`config.mk`:
```
export PLATFORM = sky130hd
export DESIGN_NAME = muxBusCtrl
export DESIGN_NICKNAME = d
export VERILOG_FILES = /design/src/rtl/muxBusCtrlPkg.sv /design/src/rtl/muxBusCtrlSeq.sv /design/src/rtl/muxBusCtrlPath.sv /design/src/rtl/muxBusCtrl.sv
export SDC_FILE = /design/constraint.sdc
export NUM_CORES = 1
export LEC_CHECK = 0
export ABC_CLOCK_PERIOD_IN_PS = 5400
export BUFFER_PORTS_ARGS = -buffer_cell sky130_fd_sc_hd__clkbuf_2
export CAP_MARGIN = 10
export CORE_MARGIN = 2
export CORE_UTILIZATION = 35
export DETAILED_ROUTE_END_ITERATION = 10
export GPL_TIMING_DRIVEN = 0
export PLACE_DENSITY = 0.58
export SLEW_MARGIN = 20
export SYNTH_ARGS = -nofsm -noshare
export SYNTH_HDL_FRONTEND = slang
export SYNTH_HIERARCHICAL = 1
export SYNTH_SLANG_ARGS = --single-unit
```
`constraint.sdc`:
```
create_clock -name clk -period 5.4 [get_ports clk]
set_clock_uncertainty 0.05 [all_clocks]
set_input_delay 1.08 -clock clk [delete_from_list [all_inputs] [get_ports clk]]
set_output_delay 1.08 -clock clk [all_outputs]
set_load 0.05 [all_outputs]
```
`src/rtl/muxBusCtrlPkg.sv`:
```
package muxBusCtrlPkg;

  typedef enum logic [2:0] {
    PH_IDLE,
    PH_ADDR,
    PH_HOLD,
    PH_DATA,
    PH_RECOV
  } phase_t;

  localparam logic [1:0] KIND_FETCH = 2'd0;
  localparam logic [1:0] KIND_READ  = 2'd1;
  localparam logic [1:0] KIND_WRITE = 2'd2;

  // strobes from the sequencer to the datapath
  typedef struct packed {
    logic loadReq;
    logic driveAddr;
    logic driveData;
    logic capture;
    logic secondHalf;
    logic cycleWide;
    logic accessWord;
  } busCtl_t;

endpackage

```
`src/rtl/muxBusCtrlSeq.sv`:
```
module muxBusCtrlSeq
  import muxBusCtrlPkg::*;
(
  input  logic       clk,
  input  logic       rstN,
  input  logic       reqValid,
  input  logic [1:0] reqKind,
  input  logic       reqWord,
  input  logic       cfgValidMode,
  input  logic       cfgWrHighMode,
  input  logic       cfgDynA,
  input  logic       cfgDynB,
  input  logic       cfgWide16,
  input  logic       widthPin,
  input  logic       addrOdd,
  output busCtl_t    ctl,
  output logic       addrStrobe,
  output logic       hiStrobeN,
  output logic       rdN,
  output logic       wrN,
  output logic       instFetch,
  output logic       reqAck
);

  phase_t     phase;
  logic [1:0] kind;
  logic       word;
  logic       wide;
  logic       second;

  logic sampleWide;
  logic isWrite;
  logic lastHalf;
  logic inAddr, inHold, inData, inRecov;
  logic oddByteWrite;
  logic hiLaneWrite;

  assign sampleWide = (cfgDynA && cfgDynB) ? widthPin : cfgWide16;
  assign isWrite    = (kind == KIND_WRITE);
  assign lastHalf   = !(word && !wide) || second;

  assign inAddr  = (phase == PH_ADDR);
  assign inHold  = (phase == PH_HOLD);
  assign inData  = (phase == PH_DATA);
  assign inRecov = (phase == PH_RECOV);

  always_ff @(posedge clk or negedge rstN) begin
    if (!rstN) begin
      phase  <= PH_IDLE;
      kind   <= KIND_FETCH;
      word   <= 1'b0;
      wide   <= 1'b0;
      second <= 1'b0;
    end else begin
      case (phase)
        PH_IDLE: begin
          if (reqValid) begin
            kind   <= reqKind;
            word   <= reqWord;
            wide   <= sampleWide;
            second <= 1'b0;
            phase  <= PH_ADDR;
          end
        end
        PH_ADDR:  phase <= PH_HOLD;
        PH_HOLD:  phase <= PH_DATA;
        PH_DATA:  phase <= PH_RECOV;
        PH_RECOV: begin
          if (lastHalf) begin
            phase <= PH_IDLE;
          end else begin
            second <= 1'b1;
            phase  <= PH_ADDR;
          end
        end
        default: phase <= PH_IDLE;
      endcase
    end
  end

  always_comb begin
    ctl.loadReq    = (phase == PH_IDLE) && reqValid;
    ctl.driveAddr  = inAddr;
    ctl.driveData  = isWrite && (inHold || inData);
    ctl.capture    = !isWrite && inData;
    ctl.secondHalf = second;
    ctl.cycleWide  = wide;
    ctl.accessWord = word;
  end

  // odd byte written: on a wide cycle any word or odd byte, on a narrow one the cycle address
  assign oddByteWrite = wide ? (word || addrOdd) : addrOdd;
  assign hiLaneWrite  = wide && (word || addrOdd);

  always_comb begin
    if (cfgValidMode) addrStrobe = !(inHold || inData || inRecov);
    else              addrStrobe = inAddr;
    rdN = !(inData && !isWrite);
    wrN = !(inData && isWrite);
    if (cfgWrHighMode) hiStrobeN = !(isWrite && inData && oddByteWrite);
    else               hiStrobeN = !(isWrite && (inAddr || inHold || inData) && hiLaneWrite);
    instFetch = (phase != PH_IDLE) && (kind == KIND_FETCH);
    reqAck    = inRecov && lastHalf;
  end

endmodule

```
`src/rtl/muxBusCtrlPath.sv`:
```
module muxBusCtrlPath
  import muxBusCtrlPkg::*;
#(
  parameter int BUS_W = 16
) (
  input  logic             clk,
  input  logic             rstN,
  input  busCtl_t          ctl,
  input  logic             reqWord,
  input  logic [BUS_W-1:0] reqAddr,
  input  logic [BUS_W-1:0] reqWdata,
  input  logic [BUS_W-1:0] adIn,
  output logic [BUS_W-1:0] adOut,
  output logic             adOe,
  output logic [BUS_W-1:0] rspData,
  output logic             addrOdd
);

  localparam int LANE_W = BUS_W / 2;

  logic [BUS_W-1:0]  baseAddr;
  logic [BUS_W-1:0]  wdata;
  logic [BUS_W-1:0]  rdata;
  logic [BUS_W-1:0]  cycleAddr;
  logic [LANE_W-1:0] writeByte;
  logic [BUS_W-1:0]  writeBus;
  logic [LANE_W-1:0] inLane;
  logic              fullWord;

  assign fullWord  = ctl.cycleWide && ctl.accessWord;
  assign cycleAddr = baseAddr + BUS_W'(ctl.secondHalf);
  assign addrOdd   = cycleAddr[0];

  assign writeByte = ctl.secondHalf ? wdata[BUS_W-1:LANE_W] : wdata[LANE_W-1:0];
  assign writeBus  = fullWord ? wdata : {writeByte, writeByte};
  assign inLane    = (ctl.cycleWide && addrOdd) ? adIn[BUS_W-1:LANE_W] : adIn[LANE_W-1:0];

  always_comb begin
    if (ctl.driveAddr)      adOut = cycleAddr;
    else if (ctl.driveData) adOut = writeBus;
    else                    adOut = '0;
  end

  assign adOe    = ctl.driveAddr || ctl.driveData;
  assign rspData = rdata;

  always_ff @(posedge clk or negedge rstN) begin
    if (!rstN) begin
      baseAddr <= '0;
      wdata    <= '0;
      rdata    <= '0;
    end else if (ctl.loadReq) begin
      baseAddr <= reqWord ? {reqAddr[BUS_W-1:1], 1'b0} : reqAddr;
      wdata    <= reqWdata;
      rdata    <= '0;
    end else if (ctl.capture) begin
      if (fullWord)            rdata <= adIn;
      else if (ctl.secondHalf) rdata[BUS_W-1:LANE_W] <= inLane;
      else                     rdata <= {{LANE_W{1'b0}}, inLane};
    end
  end

endmodule

```
`src/rtl/muxBusCtrl.sv`:
```
module muxBusCtrl
  import muxBusCtrlPkg::*;
#(
  parameter int BUS_W = 16
) (
  input  logic             clk,
  input  logic             rstN,
  input  logic             reqValid,
  input  logic [1:0]       reqKind,
  input  logic             reqWord,
  input  logic [BUS_W-1:0] reqAddr,
  input  logic [BUS_W-1:0] reqWdata,
  output logic             reqAck,
  output logic [BUS_W-1:0] rspData,
  input  logic             cfgValidMode,
  input  logic             cfgWrHighMode,
  input  logic             cfgDynA,
  input  logic             cfgDynB,
  input  logic             cfgWide16,
  input  logic             widthPin,
  input  logic [BUS_W-1:0] adIn,
  output logic [BUS_W-1:0] adOut,
  output logic             adOe,
  output logic             addrStrobe,
  output logic             hiStrobeN,
  output logic             rdN,
  output logic             wrN,
  output logic             instFetch
);

  busCtl_t ctl;
  logic    addrOdd;

  muxBusCtrlSeq u_seq (
    .clk          (clk),
    .rstN         (rstN),
    .reqValid     (reqValid),
    .reqKind      (reqKind),
    .reqWord      (reqWord),
    .cfgValidMode (cfgValidMode),
    .cfgWrHighMode(cfgWrHighMode),
    .cfgDynA      (cfgDynA),
    .cfgDynB      (cfgDynB),
    .cfgWide16    (cfgWide16),
    .widthPin     (widthPin),
    .addrOdd      (addrOdd),
    .ctl          (ctl),
    .addrStrobe   (addrStrobe),
    .hiStrobeN    (hiStrobeN),
    .rdN          (rdN),
    .wrN          (wrN),
    .instFetch    (instFetch),
    .reqAck       (reqAck)
  );

  muxBusCtrlPath #(.BUS_W(BUS_W)) u_path (
    .clk     (clk),
    .rstN    (rstN),
    .ctl     (ctl),
    .reqWord (reqWord),
    .reqAddr (reqAddr),
    .reqWdata(reqWdata),
    .adIn    (adIn),
    .adOut   (adOut),
    .adOe    (adOe),
    .rspData (rspData),
    .addrOdd (addrOdd)
  );

endmodule

```
==> key figures, run 1 <==
Worst setup path
  – CP startpoint kind: flop
  – Crit-path max FO: 10
  – Req. time, crit path: approximately 4.3 ns
  – Crit. End Element: output pin
  – R2r worst-path depth: 6
  – CP Class: flop to output pin
  – Worst EP arrival: 2.57 ns
  – Slowest-stage cell, CP: dfrtp_1
  – Worst r2r src: u_seq/phase[0]
  – Worst path most repeated cell: clkbuf_1
  – Crit Reg-Reg Endpoint: u_path/rspData[1]
  – CP Cell Sequence: clkbuf_1, nor3b_1, buf_4, clkbuf_1, clkbuf_1, o2bb2ai_1, clkbuf_2
  – Reg2Reg Setup Slack: about 2.9 ns
  – Slowest stage delay, CP: between 0.4 and 0.5 ns

Die
  – Starting density of the core: ~36%
  – Core Area: between 8000 and 9000 µm²
  – Io pins: 99
  – DIE AREA: ~9800 µm²
  – Die X: ~99 µm
  – Die Y: 99.0 µm
  – Num rows: 34

Finish
  – Nets: 450
  – Share of layout cells above drive strength 1: 41.4%
  – Antenna cells: 0
  – Area delta synth->final: 23.5%

Logic synthesis
  – Cell taking the most area after synthesis: dfrtp_1
  – Post-synthesis sequential area ratio: about 44%
  – Area contributors post-synth: dfrtp_1 44%, mux2_2 13%, mux2i_1 9.5%, o2bb2ai_1 5.0%, nand2_1 3.0%
  – Syn Inst Count: 282
  – Distinct cells, synth: 46
  – Synthesized Nets: between 300 and 400
  – Yosys warnings: 6
  – Synth top area share: about 44%
  – Mapped Area: roughly 3200 µm²
  – Yosys reg bits: 56
  – Avg Inst Size Synth: between 10 and 15 µm²

Timing
  – Final Setup Violations: 0
  – Worst-Margin Slew: between 0.7 and 0.8 ns
  – Minimum clock period: ~3.7 ns
  – Final hold vios: 0
  – Fmax: approximately 270 MHz
  – RSZ-0062 raised after global routing: no
  – Max_slew headroom: a little over half
  – Setup Total Neg Slack: 0 ns
  – Slew Limit Fails: 0
  – Period utilization: between 60% and 70%

CTS
  – CTS H-tree depth: 2
  – Clk_lat worst skew: 0.31 ns
  – Clock sinks: 56
  – Post_cts resized: 0
  – Clock-pin slew on the worst setup and hold paths: 0.11 ns
  – Cts hold-fix bufs: 0
  – Clock Path Buffers: 2
  – TritonCTS Buffers: 5
  – Clock root buffer: clkbuf_8
  – Buffer count from post-CTS setup fixing: 0
  – CTS tree: yes

Min path
  – Hold EP: u_path/rspData[15]
  – Hold Crit Start: u_path/rspData[15]
  – Worst hold path depth: 2
  – HP Class: flop to flop

Power
  – Power Dens Cells: between 600 and 700 nW/µm²
  – Pwr Total: 0.00256 W
  – Leak: ~1.9 nW
  – Worst vdd ir: 0.344 mV

Drt
  – Total Wirelength: between 7000 and 8000 µm
  – Via count: around 2500
  – Routed wire length per instance: roughly 15 µm
  – Routed vias/inst: between 5 and 6
  – Drt first pass iters: 4
  – DRT iter0 DRCs: 107
  – # DRC: 0
  – Post-DRT Antenna Nets: 0

Place
  – Dpl hpwl: ~6000 µm
  – I/O Buffers: just under 100
  – Gpl congestion: 0.780

Global route
  – Gr usage total: between 15 and 20%
  – Vias in the first global route: ~2500
  – First-pass GRT wire length: between 10000 and 15000 µm
  – GRT overflow: 0
  – Largest net degree at the start of global routing: 30
  – Initial antenna violation count: 0

Outcome
  – Status: completed

Run
  – Max Cap Viol: 0
[cell type report]
type                    count  area, µm²
flip-flops and latches     56       1400
fillers                   839       4820
plain buffers              17       98.8
clock inverters             3       23.8
multi-input cells         206       1640
inverters                   3       11.3
clock buffers               5       68.8
well taps                 108        135
repair buffers             99        513
[cells in the mapped netlist, drive strengths merged]
cell type	instances
a211oi	1
a21boi	1
a21oi	7
a22oi	1
a311o	1
a31oi	1
a32o	1
and2	2
and3	1
and3b	1
and4	3
buf	11
clkbuf	6
dfrtp	56
ha	2
inv	3
mux2	36
mux2i	30
nand2	25
nand2b	4
nand3	4
nand3b	2
nand4	6
nor2	8
nor2b	4
nor3	5
nor3b	2
nor4	2
nor4b	1
nor4bb	1
o21ai	16
o21bai	1
o22ai	2
o2bb2ai	18
or2	2
or4	1
xnor2	8
xor2	6
[how the worst max path moves through the flow]
stage,startpoint,endpoint,depth (start not counted)
floorplan,cfgValidMode,addrStrobe,2
global placement,u_seq/phase[2],adOut[12],7
detailed placement,u_seq/phase[2],adOut[11],7
CTS,u_seq/phase[2],adOut[11],7
global route,u_seq/phase[2],adOut[8],7
finish,u_seq/phase[2],adOut[6],7
[power breakdown]
group	switching, W	internal, W
clock network	0.000143	0.0000923
logic	0.000972	0.000563
registers	0.000180	0.000612
total	0.00130	0.00127
[cell usage in the layout, fill, tap and decap left out, drive strengths merged, types with 2 or more instances in the layout]
cell type / count
clkbuf: 109
dfrtp: 56
mux2: 36
mux2i: 30
nand2: 25
o2bb2ai: 18
o21ai: 16
buf: 12
xnor2: 8
nor2: 8
a21oi: 7
xor2: 6
nand4: 6
nor3: 5
nand2b: 4
nor2b: 4
nand3: 4
and4: 3
inv: 3
clkinvlp: 2
o22ai: 2
and2: 2
or2: 2
nand3b: 2
ha: 2
nor3b: 2
nor4: 2
[flip-flops by register name, summed over array words and instances, names as in the netlist]
name and flops:
u_path/baseAddr 16, u_path/rspData 16, u_path/wdata 16, u_seq/phase 3, u_seq/kind 2, u_seq/second 1, u_seq/wide 1, u_seq/word 1
[critical path: cells and delay by family, from the launching register on]
family / cells / cell delay [ns]
and+or+nand+nor: 1 / 0.23
DFF: 1 / 0.43
buffers and inverters: 5 / 1.40
AOI/OAI and AO/OA: 1 / 0.20
[cell families after synthesis]
| group | after synthesis | share of synthesized area (%) |
|---|---|---|
| multiplexers | 66 | 22.4 |
| AO/OA/AOI/OAI | 50 | 11.1 |
| XOR/XNOR | 14 | 3.89 |
| adder cells (fa/ha/maj) | 2 | 0.793 |
| flip-flops | 56 | 44.4 |
| AND/OR/NAND/NOR | 74 | 14.0 |
| buffers and inverters | 20 | 3.49 |
[layer usage]
metal	wire, µm	up-vias	share of wire (%)	global-route usage (%)
met1	3660	1195	48	22.9
li1	-	1241	-	-
met4	51	0	0.66	3.37
met2	3530	95	46	24.8
met5	0	-	0	0
met3	452	6	5.9	3.19
[stage by stage]
step           instance area, µm²  cells  hold slack (ns)  utilization (%)  setup slack (ns)
2_1_floorplan                3160    282            0.436                -              2.08
3_3_place_gp                 3780    488            0.414             43.4              2.04
3_5_place_dp                 3800    489            0.423             43.6              2.05
4_1_cts                      3900    497            0.450             44.7              1.67
5_1_grt                      3900    497            0.471             44.7              1.46
6_report                     3900    497            0.443             44.7              1.70
Power figures use the tool's default switching activity.
==> inputs of run 2 (changes only) <==
ABC_AREA = 1   (was not set)
ABC_CLOCK_PERIOD_IN_PS = 3800   (was 5400)
clock period = 3.8 ns   (was 5.4 ns; I/O delays follow)
==> key figures, run 2 <==
Outcome
  – Status: completed

Drt
  – Routed wire length per instance: between 10 and 15 µm
  – DRT iter0 DRCs: roughly 170
  – Total Wirelength: ~9300 µm
  – # DRC: 0
  – Via count: ~3300
  – Post-DRT Antenna Nets: 0
  – Drt first pass iters: 4
  – Routed vias/inst: between 4 and 5

Global route
  – Gr usage total: between 15 and 20%
  – Vias in the first global route: approximately 3200
  – Initial antenna violation count: 0
  – Largest net degree at the start of global routing: 43
  – First-pass GRT wire length: around 15000 µm
  – GRT overflow: 0

Logic synthesis
  – Area contributors post-synth: dfrtp_1 42%, nand2_1 20%, o21ai_0 6.7%, inv_1 5.2%, nor2_1 3.1%
  – Asr flop ratio synth: 100%
  – Avg Inst Size Synth: about 7.3 µm²
  – Syn Inst Count: 460
  – Synthesized Nets: around 520
  – Distinct cells, synth: 30
  – Synth top area share: about two fifths
  – Yosys reg bits: 56
  – EDFF count, synth: 0
  – Post-synthesis sequential area ratio: a little over two fifths
  – Cell taking the most area after synthesis: dfrtp_1
  – Synth Flop Type: dfrtp_1
  – Yosys warnings: 6
  – Top cells by count, synth: 175 x nand2_1, 56 x dfrtp_1, 46 x inv_1
  – Mapped Area: 3340 µm²
  – Most frequent cell after synthesis: nand2_1

Finish
  – Most common cell after layout, fill and taps aside: nand2_1
  – Nets: approximately 630
  – Fill cells: approximately 1000
  – Most frequent cells in the layout: 175 x nand2_1, 97 x clkbuf_2, 56 x dfrtp_1
  – Area delta synth->final: 23.2%
  – Antenna cells: 0
  – FF+latch area: between 1000 and 1500 µm²
  – Multi-input logic area: about 1600 µm²
  – Share of layout cells above drive strength 1: 26.3%

CTS
  – Clock-pin slew on the worst setup and hold paths: ~0.10 ns
  – Buffer count from post-CTS setup fixing: 0
  – TritonCTS Buffers: 5
  – Cts hold-fix bufs: 0
  – Clk_lat worst skew: about 0.31 ns
  – Clock sinks: 56
  – CTS H-tree depth: 2
  – CTS tree: yes
  – Post_cts resized: 0
  – Clock Path Buffers: 2
  – Clock root buffer: clkbuf_8

Timing
  – Slew Limit Fails: 0
  – Worst-Margin Slew: between 0.5 and 0.6 ns
  – Final Setup Violations: 0
  – Minimum clock period: 3.14 ns
  – Period utilization: 82.6%
  – Max_slew headroom: ~64%
  – Setup Total Neg Slack: 0 ns
  – RSZ-0062 raised after global routing: no
  – Fmax: ~320 MHz
  – Final WS setup: ~0.66 ns
  – Final hold vios: 0

Place
  – I/O Buffers: 98
  – Dpl hpwl: around 7500 µm
  – Pre-CTS WS: just over 1 ns
  – Gpl congestion: between 0.8 and 0.9

Worst setup path
  – CP Class: flop to output pin
  – CP startpoint kind: flop
  – Crit-path max FO: 10
  – Worst EP arrival: 2.33 ns
  – Crit. End Element: output pin
  – Req. time, crit path: 2.99 ns

Die
  – DIE AREA: a little over 10000 µm²
  – Num rows: 35
  – Die Y: slightly above 100 µm
  – Core Area: a little over 9000 µm²
  – Starting density of the core: a little over a third
  – Io pins: between 90 and 100
  – Die X: between 100 and 150 µm

Run
  – Max Cap Viol: 0

Power
  – Leak: 2.23 nW
  – Worst vdd ir: ~0.3 mV
  – Power Dens Cells: roughly 860 nW/µm²

Min path
  – HP Class: input pin to asynchronous set/reset pin
run 2: final timing paths:
path	start	end	slack, ns	cells past startpoint
setup / recovery	u_seq/phase[2]	adOut[4]	0.66	9
hold / removal	rstN	u_path/baseAddr[6]	0.28	1
min in group clk	u_path/rspData[15]	u_path/rspData[15]	0.43	2
setup reg to reg	u_seq/phase[1]	u_path/baseAddr[3]	1.93	7
max in group asynchronous	rstN	u_path/baseAddr[14]	2.93	2
hold reg to reg	u_path/rspData[15]	u_path/rspData[15]	0.43	2
run 2: final cells by class:
| type | instances | area share [%] |
|---|---|---|
| clock buffers | 7 | 2.10 |
| repair buffers | 99 | 12.6 |
| inverters | 53 | 4.95 |
| flip-flops and latches | 56 | 34.0 |
| clock inverters | 1 | 0.182 |
| well taps | 129 | 3.92 |
| multi-input cells | 334 | 39.5 |
| plain buffers | 17 | 2.70 |
run 2: power breakdown:
group / total [W] / leakage, nW / switching, W / internal (W)
clock network: 0.000349 / 0.0445 / 0.000200 / 0.000149
logic: 0.00211 / 1.47 / 0.00154 / 0.000575
registers: 0.00107 / 0.714 / 0.000210 / 0.000857
total: 0.00353 / 2.23 / 0.00195 / 0.00158
run 2: kinds of logic after synthesis:
logic type,after synthesis,synth area share (%)
AOI/OAI and AO/OA,88,16.6
adders and majority gates,2,0.748
DFF,56,41.9
and+or+nand+nor,244,31.4
buffers and inverters,70,9.43
run 2: metrics by stage:
step                      std cells  utilization (%)  area [µm²]  hold slack [ns]  power (W)
after floorplan                 460                -        3340            0.407    0.00265
after global placement          687             43.2        4000            0.412    0.00316
after detailed placement        688             43.6        4030            0.415    0.00320
after CTS                       696             44.6        4120            0.276    0.00356
after global routing            696             44.6        4120            0.275    0.00382
final                           696             44.6        4120            0.277    0.00353
run 2: per-layer routing:
layer,part of all wire (%),global-route usage [%]
met1,48,26.1
met4,0.84,3.43
met2,46,30.5
met5,0,0
met3,4.9,2.69
run 2: worst max-delay path, cell delays in order (launching register included):
cell      delay (ns)
dfrtp_1         0.45
inv_2           0.10
nand3_1         0.14
inv_1           0.06
buf_4           0.15
nor2_1          0.32
buf_4           0.25
o21ai_0         0.10
o22ai_1         0.15
clkbuf_2        0.31
==> inputs of run 3 (changes only) <==
ABC_CLOCK_PERIOD_IN_PS = 3070   (was 3800)
clock period = 3.07 ns   (was 3.8 ns; I/O delays follow)
==> key figures, run 3 (same netlist as run 2, synthesis figures left out) <==
Timing
  – Setup Total Neg Slack: 0 ns
  – Final hold slack: about 0.13 ns
  – Final WS setup: between 0.15 and 0.2 ns
  – Slew Limit Fails: 0
  – Final Setup Violations: 0
  – RSZ-0062 raised after global routing: no
  – Max_slew headroom: approximately 64%
  – Period utilization: between 90% and 100%
  – Worst-Margin Slew: approximately 0.53 ns
  – Fmax: approximately 350 MHz
  – Final hold vios: 0
  – Minimum clock period: just under 3 ns

Global route
  – Gr usage total: a little under a fifth
  – GRT overflow: 0
  – Initial antenna violation count: 0
  – M3 GR Usage: roughly 2.7%
  – Routing usage on met2: between 30% and 40%
  – First-pass GRT wire length: 15200 µm
  – Global route hottest layer: met2
  – Met1 Resource Use GR: between 20% and 30%
  – Vias in the first global route: roughly 3200
  – Largest net degree at the start of global routing: 43

Worst setup path
  – CP Class: flop to output pin
  – Worst path most repeated cell: ha_1
  – Slowest-stage cell, CP: dfrtp_1
  – Crit-path max FO: 4
  – CP startpoint kind: flop
  – Worst EP arrival: about 2.2 ns
  – Crit. End Element: output pin
  – Slowest stage delay, CP: about 0.42 ns
  – Req. time, crit path: 2.41 ns
  – CP Cell Sequence: buf_4, ha_1, ha_1, nand2_1, nor2_1, a21oi_1, o21ai_0, o21ai_1, clkbuf_2
  – R2r worst-path depth: 7

Drt
  – Total Wirelength: roughly 9300 µm
  – # DRC: 0
  – DRT iter0 DRCs: approximately 170
  – Routed vias/inst: about 4.7
  – Routed wire length per instance: ~13 µm
  – Via count: between 3000 and 4000
  – Drt first pass iters: 4
  – Post-DRT Antenna Nets: 0

Outcome
  – Status: completed

CTS
  – Clock Path Buffers: 2
  – Clock-pin slew on the worst setup and hold paths: ~0.10 ns
  – TritonCTS Buffers: 5
  – CTS tree: yes
  – Clock sinks: 56
  – Clock root buffer: clkbuf_8
  – Clk_lat worst skew: roughly 0.31 ns
  – CTS H-tree depth: 2
  – Buffer count from post-CTS setup fixing: 0

Min path
  – HP Class: input pin to asynchronous set/reset pin

Power
  – Leak: 2.23 nW
  – Power Dens Cells: 1060 nW/µm²
  – Worst vdd ir: ~0.37 mV
  – Pwr Total: 0.00437 W

Run
  – Max Cap Viol: 0

Finish
  – Area delta synth->final: 23.3%
  – Fill cells: around 1000
  – Antenna cells: 0
  – Share of layout cells above drive strength 1: between 20% and 30%
  – Nets: approximately 630
  – Most frequent cells in the layout: 175 x nand2_1, 97 x clkbuf_2, 56 x dfrtp_1
  – Most common cell after layout, fill and taps aside: nand2_1
  – Final instance area: around 4000 µm²

Die
  – Num rows: 35
  – Die Y: ~100 µm
  – Io pins: between 90 and 100
  – Core Area: ~9200 µm²
  – DIE AREA: 10400 µm²
  – Starting density of the core: 36.2%
  – Die X: between 100 and 150 µm

Place
  – Gpl congestion: 0.879
  – Dpl hpwl: around 7500 µm
  – Pre-CTS WS: 0.437 ns
  – Placed instance area: ~4000 µm²
  – I/O Buffers: between 90 and 100
[run 3: cell count changes in the layout (fill, tap and decap cells not counted)]
cell / delta
nor2_1: -1
nor2_2: +1
[run 3: repair_timing]
| action | CTS | global route |
|---|---|---|
| setup endpoints to repair | 0 | 2 |
| gates resized for setup | 0 | 1 |
| hold endpoints to repair | 0 | 0 |
| hold buffers | 0 | 0 |
[run 3: final cells by class]
cell class,instances,area (µm²),share of cell area [%]
plain buffers,17,111,2.70
clock buffers,7,86.3,2.09
clock inverters,1,7.51,0.182
inverters,53,204,4.95
multi-input cells,334,1630,39.5
flip-flops and latches,56,1400,34.0
well taps,129,161,3.92
repair buffers,99,520,12.6
[run 3: per-layer routing]
metal | share of wire (%) | up-vias
li1 | - | 1690
met1 | 48 | 1486
met2 | 47 | 81
met3 | 4.7 | 6
met4 | 0.82 | 0
met5 | 0 | -
[run 3: per-stage QoR]
step,std cells,util (%)
floorplan,460,-
global placement,687,43.2
detailed placement,688,43.6
CTS,696,44.6
global route,696,44.6
finish,696,44.6
[run 3: where the power goes]
group	leakage [nW]	switching, W	internal, W	total (W)
Combinational	1.47	0.00191	0.000712	0.00262
Clock	0.0445	0.000247	0.000184	0.000432
Sequential	0.714	0.000261	0.00106	0.00132
Total	2.23	0.00242	0.00196	0.00437
[run 3: worst paths after layout]
path,from,to,slack [ns]
setup / recovery,u_seq/second,adOut[6],0.19
max in group asynchronous,rstN,u_path/baseAddr[14],2.34
min in group clk,u_path/rspData[15],u_path/rspData[15],0.43
hold reg to reg,u_path/rspData[15],u_path/rspData[15],0.43
hold / removal,rstN,u_path/baseAddr[6],0.13
setup reg to reg,u_seq/phase[1],u_path/baseAddr[3],1.21
[run 3: critical path, delay by kind of cell, from the launching register on]
family / cells / cell delay [ns]
buf+inv: 2 / 0.45
fa+ha+maj: 2 / 0.45
flops: 1 / 0.42
compound gates: 3 / 0.33
simple gates: 2 / 0.27
